[src/rtl/amp_level_pkg.sv]
package amp_level_pkg;

  typedef enum logic [1:0] {
    MODE_OVER  = 2'b00,
    MODE_UNDER = 2'b01,
    MODE_HYST  = 2'b10,
    MODE_OFF   = 2'b11
  } watchMode_e;

  // strobes from control to datapath
  typedef struct packed {
    logic evalEn;    // qualified sample this cycle
    logic restart;   // zero the dwell count
    logic useLower;  // below-test uses the lower limit
  } dwellCtl_t;

endpackage

[src/rtl/amp_level_mag.sv]
module amp_level_mag #(
  parameter int SAMPLE_W = 16
) (
  input  logic [SAMPLE_W-1:0] sampleIn,
  output logic [SAMPLE_W-1:0] magOut
);
  localparam logic [SAMPLE_W-1:0] MAG_MAX = {1'b0, {(SAMPLE_W-1){1'b1}}};

  logic isNeg;
  logic isMinNeg;

  assign isNeg    = sampleIn[SAMPLE_W-1];
  assign isMinNeg = isNeg & ~(|sampleIn[SAMPLE_W-2:0]);

  always_comb begin
    if (isMinNeg)   magOut = MAG_MAX;
    else if (isNeg) magOut = (~sampleIn) + 1'b1;
    else            magOut = sampleIn;
  end
endmodule

[src/rtl/amp_level_dp.sv]
module amp_level_dp
  import amp_level_pkg::*;
#(
  parameter int SAMPLE_W = 16,
  parameter int DWELL_W  = 16
) (
  input  logic                clk,
  input  logic                rstN,
  input  logic [SAMPLE_W-1:0] sampleData,
  input  logic [SAMPLE_W-1:0] upperThresh,
  input  logic [SAMPLE_W-1:0] lowerThresh,
  input  logic [DWELL_W-1:0]  dwellCount,
  input  dwellCtl_t           ctl,
  output logic                exceedHit,
  output logic                dwellHit
);
  logic [SAMPLE_W-1:0] magVal;
  logic [SAMPLE_W-1:0] belowLimit;
  logic                isBelow;
  logic [DWELL_W-1:0]  dwellCnt;
  logic [DWELL_W-1:0]  incCnt;

  amp_level_mag #(.SAMPLE_W(SAMPLE_W)) magUnit (
    .sampleIn (sampleData),
    .magOut   (magVal)
  );

  assign belowLimit = ctl.useLower ? lowerThresh : upperThresh;
  assign isBelow    = magVal < belowLimit;
  assign incCnt     = (&dwellCnt) ? dwellCnt : dwellCnt + 1'b1;

  assign exceedHit = ctl.evalEn & (magVal > upperThresh);
  assign dwellHit  = ctl.evalEn & isBelow & (incCnt >= dwellCount);

  always_ff @(posedge clk) begin
    if (!rstN || ctl.restart) begin
      dwellCnt <= '0;
    end else if (ctl.evalEn) begin
      dwellCnt <= isBelow ? incCnt : '0;
    end
  end
endmodule

[src/rtl/amp_level_ctrl.sv]
module amp_level_ctrl
  import amp_level_pkg::*;
(
  input  logic       clk,
  input  logic       rstN,
  input  logic [1:0] modeSel,
  input  logic       sampleValid,
  input  logic       clearCmd,
  input  logic       exceedHit,
  input  logic       dwellHit,
  output dwellCtl_t  ctl,
  output logic       flagOut,
  output logic       setPulse
);
  watchMode_e modeNow;
  logic [1:0] modePrev;
  logic       modeChg;
  logic       setCond;
  logic       clrCond;
  logic       flagNext;

  assign modeNow = watchMode_e'(modeSel);
  assign modeChg = modeSel != modePrev;

  assign ctl.evalEn   = sampleValid & ~modeChg;
  assign ctl.restart  = modeChg;
  assign ctl.useLower = modeNow == MODE_HYST;

  always_comb begin
    unique case (modeNow)
      MODE_OVER:  setCond = exceedHit;
      MODE_UNDER: setCond = dwellHit;
      MODE_HYST:  setCond = exceedHit;
      default:    setCond = 1'b0;
    endcase
    clrCond = clearCmd | ((modeNow == MODE_HYST) & flagOut & dwellHit);
    if (modeChg || modeNow == MODE_OFF) flagNext = 1'b0;
    else if (setCond)                   flagNext = 1'b1;
    else if (clrCond)                   flagNext = 1'b0;
    else                                flagNext = flagOut;
  end

  always_ff @(posedge clk) begin
    if (!rstN) begin
      modePrev <= modeSel;
      flagOut  <= 1'b0;
      setPulse <= 1'b0;
    end else begin
      modePrev <= modeSel;
      flagOut  <= flagNext;
      setPulse <= flagNext & ~flagOut;
    end
  end
endmodule

[src/rtl/amp_level_watch.sv]
module amp_level_watch
  import amp_level_pkg::*;
#(
  parameter int SAMPLE_W = 16,
  parameter int DWELL_W  = 16
) (
  input  logic                clk,
  input  logic                rstN,
  input  logic [SAMPLE_W-1:0] sampleData,
  input  logic                sampleValid,
  input  logic [SAMPLE_W-1:0] upperThresh,
  input  logic [SAMPLE_W-1:0] lowerThresh,
  input  logic [DWELL_W-1:0]  dwellCount,
  input  logic [1:0]          modeSel,
  input  logic                clearCmd,
  output logic                flagOut,
  output logic                setPulse
);
  dwellCtl_t ctl;
  logic      exceedHit;
  logic      dwellHit;

  amp_level_dp #(.SAMPLE_W(SAMPLE_W), .DWELL_W(DWELL_W)) dpUnit (
    .clk         (clk),
    .rstN        (rstN),
    .sampleData  (sampleData),
    .upperThresh (upperThresh),
    .lowerThresh (lowerThresh),
    .dwellCount  (dwellCount),
    .ctl         (ctl),
    .exceedHit   (exceedHit),
    .dwellHit    (dwellHit)
  );

  amp_level_ctrl ctrlUnit (
    .clk         (clk),
    .rstN        (rstN),
    .modeSel     (modeSel),
    .sampleValid (sampleValid),
    .clearCmd    (clearCmd),
    .exceedHit   (exceedHit),
    .dwellHit    (dwellHit),
    .ctl         (ctl),
    .flagOut     (flagOut),
    .setPulse    (setPulse)
  );
endmodule

[config.mk]
export PLATFORM = sky130hd
export DESIGN_NAME = amp_level_watch
export DESIGN_NICKNAME = d
export VERILOG_FILES = /design/src/rtl/amp_level_pkg.sv /design/src/rtl/amp_level_mag.sv /design/src/rtl/amp_level_dp.sv /design/src/rtl/amp_level_ctrl.sv /design/src/rtl/amp_level_watch.sv
export SDC_FILE = /design/constraint.sdc
export NUM_CORES = 1
export LEC_CHECK = 0
export ABC_AREA = 1
export CORE_ASPECT_RATIO = 1.5
export CORE_MARGIN = 5
export CORE_UTILIZATION = 45
export DETAILED_ROUTE_END_ITERATION = 12
export GPL_ROUTABILITY_DRIVEN = 0
export GPL_TIMING_DRIVEN = 0
export PLACE_DENSITY_LB_ADDON = 0.12
export SLEW_MARGIN = 20
export SYNTH_ARGS = -nofsm -noshare
export SYNTH_HDL_FRONTEND = slang
export SYNTH_SLANG_ARGS = --single-unit
[constraint.sdc]
create_clock -name clk -period 4.6 [get_ports clk]
set_clock_uncertainty 0.15 [all_clocks]
set_input_delay 1.15 -clock clk [delete_from_list [all_inputs] [get_ports clk]]
set_output_delay 1.15 -clock clk [all_outputs]
set_load 0.05 [all_outputs]
# Yosys cells after proc, flatten, opt, wreduce, memory -nomap -nowiden
# Cells that the tools add are included.
[totals]
reg_bits = 20
output_inout_bits = 2
[classes]
addsub = 2
n_lt_le_gt_ge = 3
n_eq_ne = 4
muxes = 9
n_bitwise = 13
reduce_logical = 7
[ops]
columns = ["cell", "n"]
rows = [
  ["16-bit two-way mux", 5],
  ["16-bit by 1-bit adder with 16-bit output (second input constant)", 2],
  ["16-bit >= comparator", 1],
  ["16-bit > comparator", 1],
  ["16-bit < comparator", 1],
  ["16-bit NOT", 1],
  ["16-bit AND reduction", 1],
  ["15-bit OR reduction", 1],
  ["1-bit bitwise AND", 8],
  ["2-bit == test (second input constant)", 2],
  ["1-bit two-way mux", 3],
  ["1-bit NOT", 3],
  ["2-bit by 1-bit == test with 1-bit output (second input constant)", 1],
  ["2-bit logical NOT", 1],
  ["1-bit logical OR", 2],
  ["2-bit != test", 1],
  ["1-bit one-hot mux with 2 select lines", 1],
  ["2-bit OR reduction", 1],
  ["1-bit logical NOT", 1],
  ["1-bit bitwise OR", 1],
]

# Longest topological paths before layout
[logic_depth]
depth_word = 13
mapped_depth = 24

# Hierarchy
# From an unflattened synthesis, not the netlist that was laid out.
[hier_totals]
cells_unflattened = 511
area_unflattened_um2 = 3225.6
[by_module_without_submodules]
columns = ["mod", "n_inst", "cells_each", "area_per_inst_um2", "seq_area_each_um2"]
rows = [
  ["amp_level_dp", 1, 376, 2498.6, 320.3],
  ["amp_level_mag", 1, 103, 520.5, 0.0],
  ["amp_level_ctrl", 1, 32, 206.4, 80.1],
]

# Worst setup path after synthesis
# No wires, ideal clock.
[synth_timing]
path_kind = "input -> register"
start = "input sampleData[1]"
end = "register dpUnit.dwellCnt[2]"
arrival_time_ns = 3.611
setup_slack_ns = 0.771
stages = 20
path_buffers = 1
path_cell_list = "nor3_1 inv_1 nor3_1 inv_1 nor3_1 inv_1 nor3_1 nand3_1 nand2_1 a21boi_0 o21ai_0 ha_1 a21oi_1 o21a_1 o21a_1 nand2_1 nor2_4 buf_6 nand2_1 a21oi_2"
[synth_via]
elab_chain_cells = 6
[synth_lines]
columns = ["item", "line", "text"]
rows = [
  ["start, declared", "amp_level_watch.sv:9", "input logic [SAMPLE_W-1:0] sampleData,"],
  ["16-bit NOT or 15-bit OR reduction (tied branches)", "amp_level_mag.sv:17, amp_level_mag.sv:13", ""],
  ["16-bit by 1-bit adder with 16-bit output or 1-bit NOT (tied branches)", "amp_level_mag.sv:17, amp_level_mag.sv:13", ""],
  ["16-bit two-way mux or 1-bit bitwise AND (tied branches)", "amp_level_mag.sv:17, amp_level_mag.sv:13", ""],
  ["16-bit two-way mux *", "amp_level_mag.sv:16", "if (isMinNeg) magOut = MAG_MAX;"],
  ["16-bit < comparator *", "amp_level_dp.sv:29", "assign isBelow = magVal < belowLimit;"],
  ["16-bit two-way mux *", "amp_level_dp.sv:39", "dwellCnt <= isBelow ? incCnt : '0;"],
  ["end signal, assigned", "amp_level_dp.sv:39", ""],
  ["end, declared", "amp_level_dp.sv:20", "logic [DWELL_W-1:0] dwellCnt;"],
]
# Every way passes the cells marked *; elsewhere a longest branch is shown, timed or not.
# A chain may end at the register's enable or synchronous reset.

# Worst setup path in the final report
[layout_timing]
start = "input sampleData[1]"
end = "register ctrlUnit.setPulse"
[layout_via]
elab_chain_cells = 13
[layout_lines]
columns = ["item", "line", "text"]
rows = [
  ["16-bit NOT or 15-bit OR reduction (tied branches)", "amp_level_mag.sv:17, amp_level_mag.sv:13", ""],
  ["16-bit by 1-bit adder with 16-bit output or 1-bit NOT (tied branches)", "amp_level_mag.sv:17, amp_level_mag.sv:13", ""],
  ["16-bit two-way mux or 1-bit bitwise AND (tied branches)", "amp_level_mag.sv:17, amp_level_mag.sv:13", ""],
  ["16-bit two-way mux *", "amp_level_mag.sv:16", ""],
  ["16-bit < comparator", "amp_level_dp.sv:29", ""],
  ["1-bit bitwise AND (2 in series)", "amp_level_dp.sv:33", "assign dwellHit = ctl.evalEn & isBelow & (incCnt >= dwellCount);"],
  ["1-bit bitwise AND", "amp_level_ctrl.sv:36", "clrCond = clearCmd | ((modeNow == MODE_HYST) & flagOut & dwellHit);"],
  ["1-bit bitwise OR", "amp_level_ctrl.sv:36", ""],
  ["1-bit two-way mux", "amp_level_ctrl.sv:39", "else if (clrCond) flagNext = 1'b0;"],
  ["1-bit two-way mux *", "amp_level_ctrl.sv:38", "else if (setCond) flagNext = 1'b1;"],
  ["1-bit two-way mux *", "amp_level_ctrl.sv:37", "if (modeChg || modeNow == MODE_OFF) flagNext = 1'b0;"],
  ["1-bit bitwise AND *", "amp_level_ctrl.sv:51", "setPulse <= flagNext & ~flagOut;"],
  ["end signal, assigned", "amp_level_ctrl.sv:51", ""],
  ["end, declared", "amp_level_ctrl.sv:13", "output logic setPulse"],
]
# Marked as above.

==> flow_metrics.py <==
metrics = {
    "layout": {
        "antenna_cells": 0,
        "n_fill_cell": 617,
        "area_growth_syn_to_layout_pct": 31.5,
        "regArea_um2": 400,
        "fin_cells": 615,
        "fin_nets": 661,
        "multiInputGateArea_um2": 2180,
        "drive_gt1_share_pct": 5.91,
    },
    "synthesis": {
        "ys_top_cells_by_area": "ha_1, nand2_1, dfxtp_1",
        "syn_area_per_cell_um2": 6.23,
        "synth_edf_count": 0,
        "ys_top_cells_by_count": "nand2_1, inv_1, ha_1, a21oi_1, o21ai_0",
        "synth_area_um2": 2880,
        "synthCells": 463,
        "ys_seq_area_share_pct": 13.9,
        "postSynthRegisterBits": 20,
        "ys_types": 36,
        "asyncSetResetFlopFracSynth_pct": 0,
        "synth_top_area_share_pct": 21.3,
        "synth_largest_area_cell": "ha_1",
        "synthesis.nets": 582,
        "yosys.cell_count.top_type": "nand2_1",
        "ys.flop_type": "dfxtp_1",
        "yosysWarnings": 0,
    },
    "grt": {
        "antenna_found_initial": 0,
        "grt_use_total_pct": 19.0,
        "grt_pass1_vias": 3024,
        "grt_overflow": 0,
        "grt_max_degree": 12,
        "grt_pass1_wl_mm": 12.5,
    },
    "setup_path": {
        "cp_max_fo": 3,
        "endpoint_kind": "flop",
        "cp.arrival_ns": 4.35,
        "crit_required_ns": 4.65,
        "crit_type": "primary input to flop",
        "rrSetupSlack_ns": 1.21,
        "rr_worst_depth": 22,
        "timing.rr.start": "dpUnit.dwellCnt[0]",
        "crit_path_start_kind": "primary input",
        "reg2reg_to": "ctrlUnit.setPulse",
        "worstSetupEndpoint": "ctrlUnit.setPulse",
        "critPathLaunch": "sampleData[1]",
    },
    "power": {
        "p_int_mw": 0.364,
        "seq_power_share_pct": 32.5,
        "ir_drop_mv": 0.208,
        "switching_power_mw": 0.174,
        "clockPowerShare_pct": 25.2,
        "netSwitchingFraction_pct": 32.3,
        "power_frac_comb_pct": 42.4,
        "p_total_mw": 0.538,
        "leakagePower_nw": 1.83,
        "p_per_area_nw_per_um2": 142,
    },
    "detailed_routing": {
        "drt_iter0_markers": 110,
        "wl_per_cell_um": 12.7,
        "dr.pass1.iters": 4,
        "drc": 0,
        "drt_wl_total_mm": 7.78,
        "antenna_left": 0,
        "avgViaCountPerCell": 5.24,
        "vias": 3221,
    },
    "sta": {
        "timing.final.ws_setup_ns": 0.296,
        "fin_setup_tns_ns": 0,
        "period_minus_slack_ns": 4.30,
        "hold_viol": 0,
        "maxSlewHeadroom_pct": 62.4,
        "max_freq_mhz": 232,
        "worst_pin_slew_ns": 0.564,
        "finalCritPeriodShare_pct": 93.6,
        "rsz0062_at_grt": "no",
        "setup_viol_count_final": 0,
        "maxSlewViolCount": 0,
    },
    "placed_design": {
        "hpwl_mm": 6.60,
        "place.port_buffers": 71,
        "detailedPlace.worstSlack_ns": -0.295,
        "place_inst": 608,
    },
    "clock_network": {
        "clk_pin_slew_worst_paths_ns": 0.07,
        "cts-buffers-inserted": 3,
        "clk_latency_ns": 0.26,
        "cts_max_path_buffers": 2,
        "clock-sinks": 20,
        "cts_tree": "done",
        "cts_root_buffer": "clkbuf_8",
        "htree_num_levels": 1,
    },
    "floorplan": {
        "rows": 35,
        "die_y_um": 108,
        "coreArea_um2": 6170,
        "die-area_um2": 8140,
        "start_util_pct": 46.7,
        "die_width_um": 75.4,
        "num_io_pins": 72,
    },
    "run": {
        "max-cap-violations": 0,
    },
    "outcome": {
        "status": "finished clean",
    },
    "min_path": {
        "hold_path.class": "flop to flop",
    },
}
routing by layer:
metal | global-route usage (%) | up-vias | part of all wire [%]
met1 | 20.0 | 1443 | 38
met4 | 7.25 | 0 | 3.6
met3 | 1.40 | 21 | 5.5
li1 | - | 1674 | -
met5 | 0 | - | 0
met2 | 37.1 | 83 | 52
power by group through the flow:
stage	combinational (mW)	clock [mW]	sequential [mW]
2_1_floorplan	0.124	0	0.179
3_3_place_gp	0.217	0	0.179
3_5_place_dp	0.223	0	0.179
4_1_cts	0.225	0.137	0.175
5_1_grt	0.259	0.147	0.175
6_report	0.228	0.135	0.175
registers in the layout (all words and copies together) (netlist names):
signal,flops
ctrlUnit.flagOut,1
ctrlUnit.modePrev,2
ctrlUnit.setPulse,1
dpUnit.dwellCnt,16
final cells by class:
class,count,share of cell area [%]
Clock buffer,4,1.45
Inverter,78,7.72
Sequential cell,20,10.6
Multi-Input combinational cell,357,57.5
Buffer,8,1.02
Tap cell,74,2.44
Timing Repair Buffer,74,19.3
worst max-delay path, cell delays in order:
cell	delay, ns
clkdlybuf4s50_1	0.45
nor3_2	0.25
inv_1	0.08
nor3_2	0.13
inv_1	0.09
nor3_2	0.14
inv_1	0.11
nor3_4	0.15
nand3_1	0.13
nand2_1	0.09
a21boi_0	0.08
o21ai_0	0.15
ha_1	0.31
a21oi_1	0.16
o21a_1	0.14
o21a_1	0.14
inv_1	0.05
nor2_1	0.14
nand4_1	0.11
nand2_1	0.07
inv_1	0.03
nand2_1	0.05
nand2_1	0.07
nor2_1	0.08
cells by family after synthesis:
kind of cell | synth area share [%]
AND/OR/NAND/NOR | 31.0
AO/OA/AOI/OAI | 17.9
buffers and inverters | 11.5
adder cells (fa/ha/maj) | 21.3
flip-flops | 13.9
XOR/XNOR | 4.51
timing repair:
item	4_1_cts	5_1_grt
setup buffers	0	3
resized for setup	1	7
pin swaps	0	1
endpoints found under the setup margin	10	18
hold buffers	0	0
through the flow:
step                      util [%]  hold WS, ns  instance area [µm²]
after floorplan                  -        0.295                 2880
after global placement        59.7        0.277                 3690
after detailed placement      59.7        0.287                 3690
after CTS                     60.7        0.298                 3750
after global routing          61.4        0.331                 3790
final                         61.4        0.291                 3790
how the worst min path moves through the flow:
stage	cells after the start	startpoint	slack, ns	to
2_1_floorplan	2	dpUnit.dwellCnt[14]	0.30	dpUnit.dwellCnt[14]
3_3_place_gp	1	ctrlUnit.flagOut	0.28	ctrlUnit.setPulse
3_5_place_dp	1	ctrlUnit.flagOut	0.29	ctrlUnit.setPulse
4_1_cts	1	ctrlUnit.flagOut	0.30	ctrlUnit.setPulse
5_1_grt	1	ctrlUnit.flagOut	0.33	ctrlUnit.setPulse
6_report	1	ctrlUnit.flagOut	0.29	ctrlUnit.setPulse
layout by cell type (no fill, tap or decap), drive strengths merged:
| master | count |
|---|---|
| nand3b | 3 |
| clkdlybuf4s50 | 71 |
| buf | 4 |
| nor4 | 1 |
| nand2 | 123 |
| a211oi | 1 |
| clkinv | 1 |
| inv | 77 |
| o21a | 4 |
| o211ai | 4 |
| nand4 | 4 |
| clkbuf | 11 |
| xnor2 | 6 |
| nor2 | 33 |
| a21oi | 45 |
| xor2 | 8 |
| o2111ai | 1 |
| nor3 | 15 |
| dfxtp | 20 |
| a31oi | 1 |
| o21ai | 34 |
| ha | 49 |
| a21o | 1 |
| a21boi | 3 |
| or2 | 1 |
| nand3 | 20 |
(Power assumes the default switching activity.)
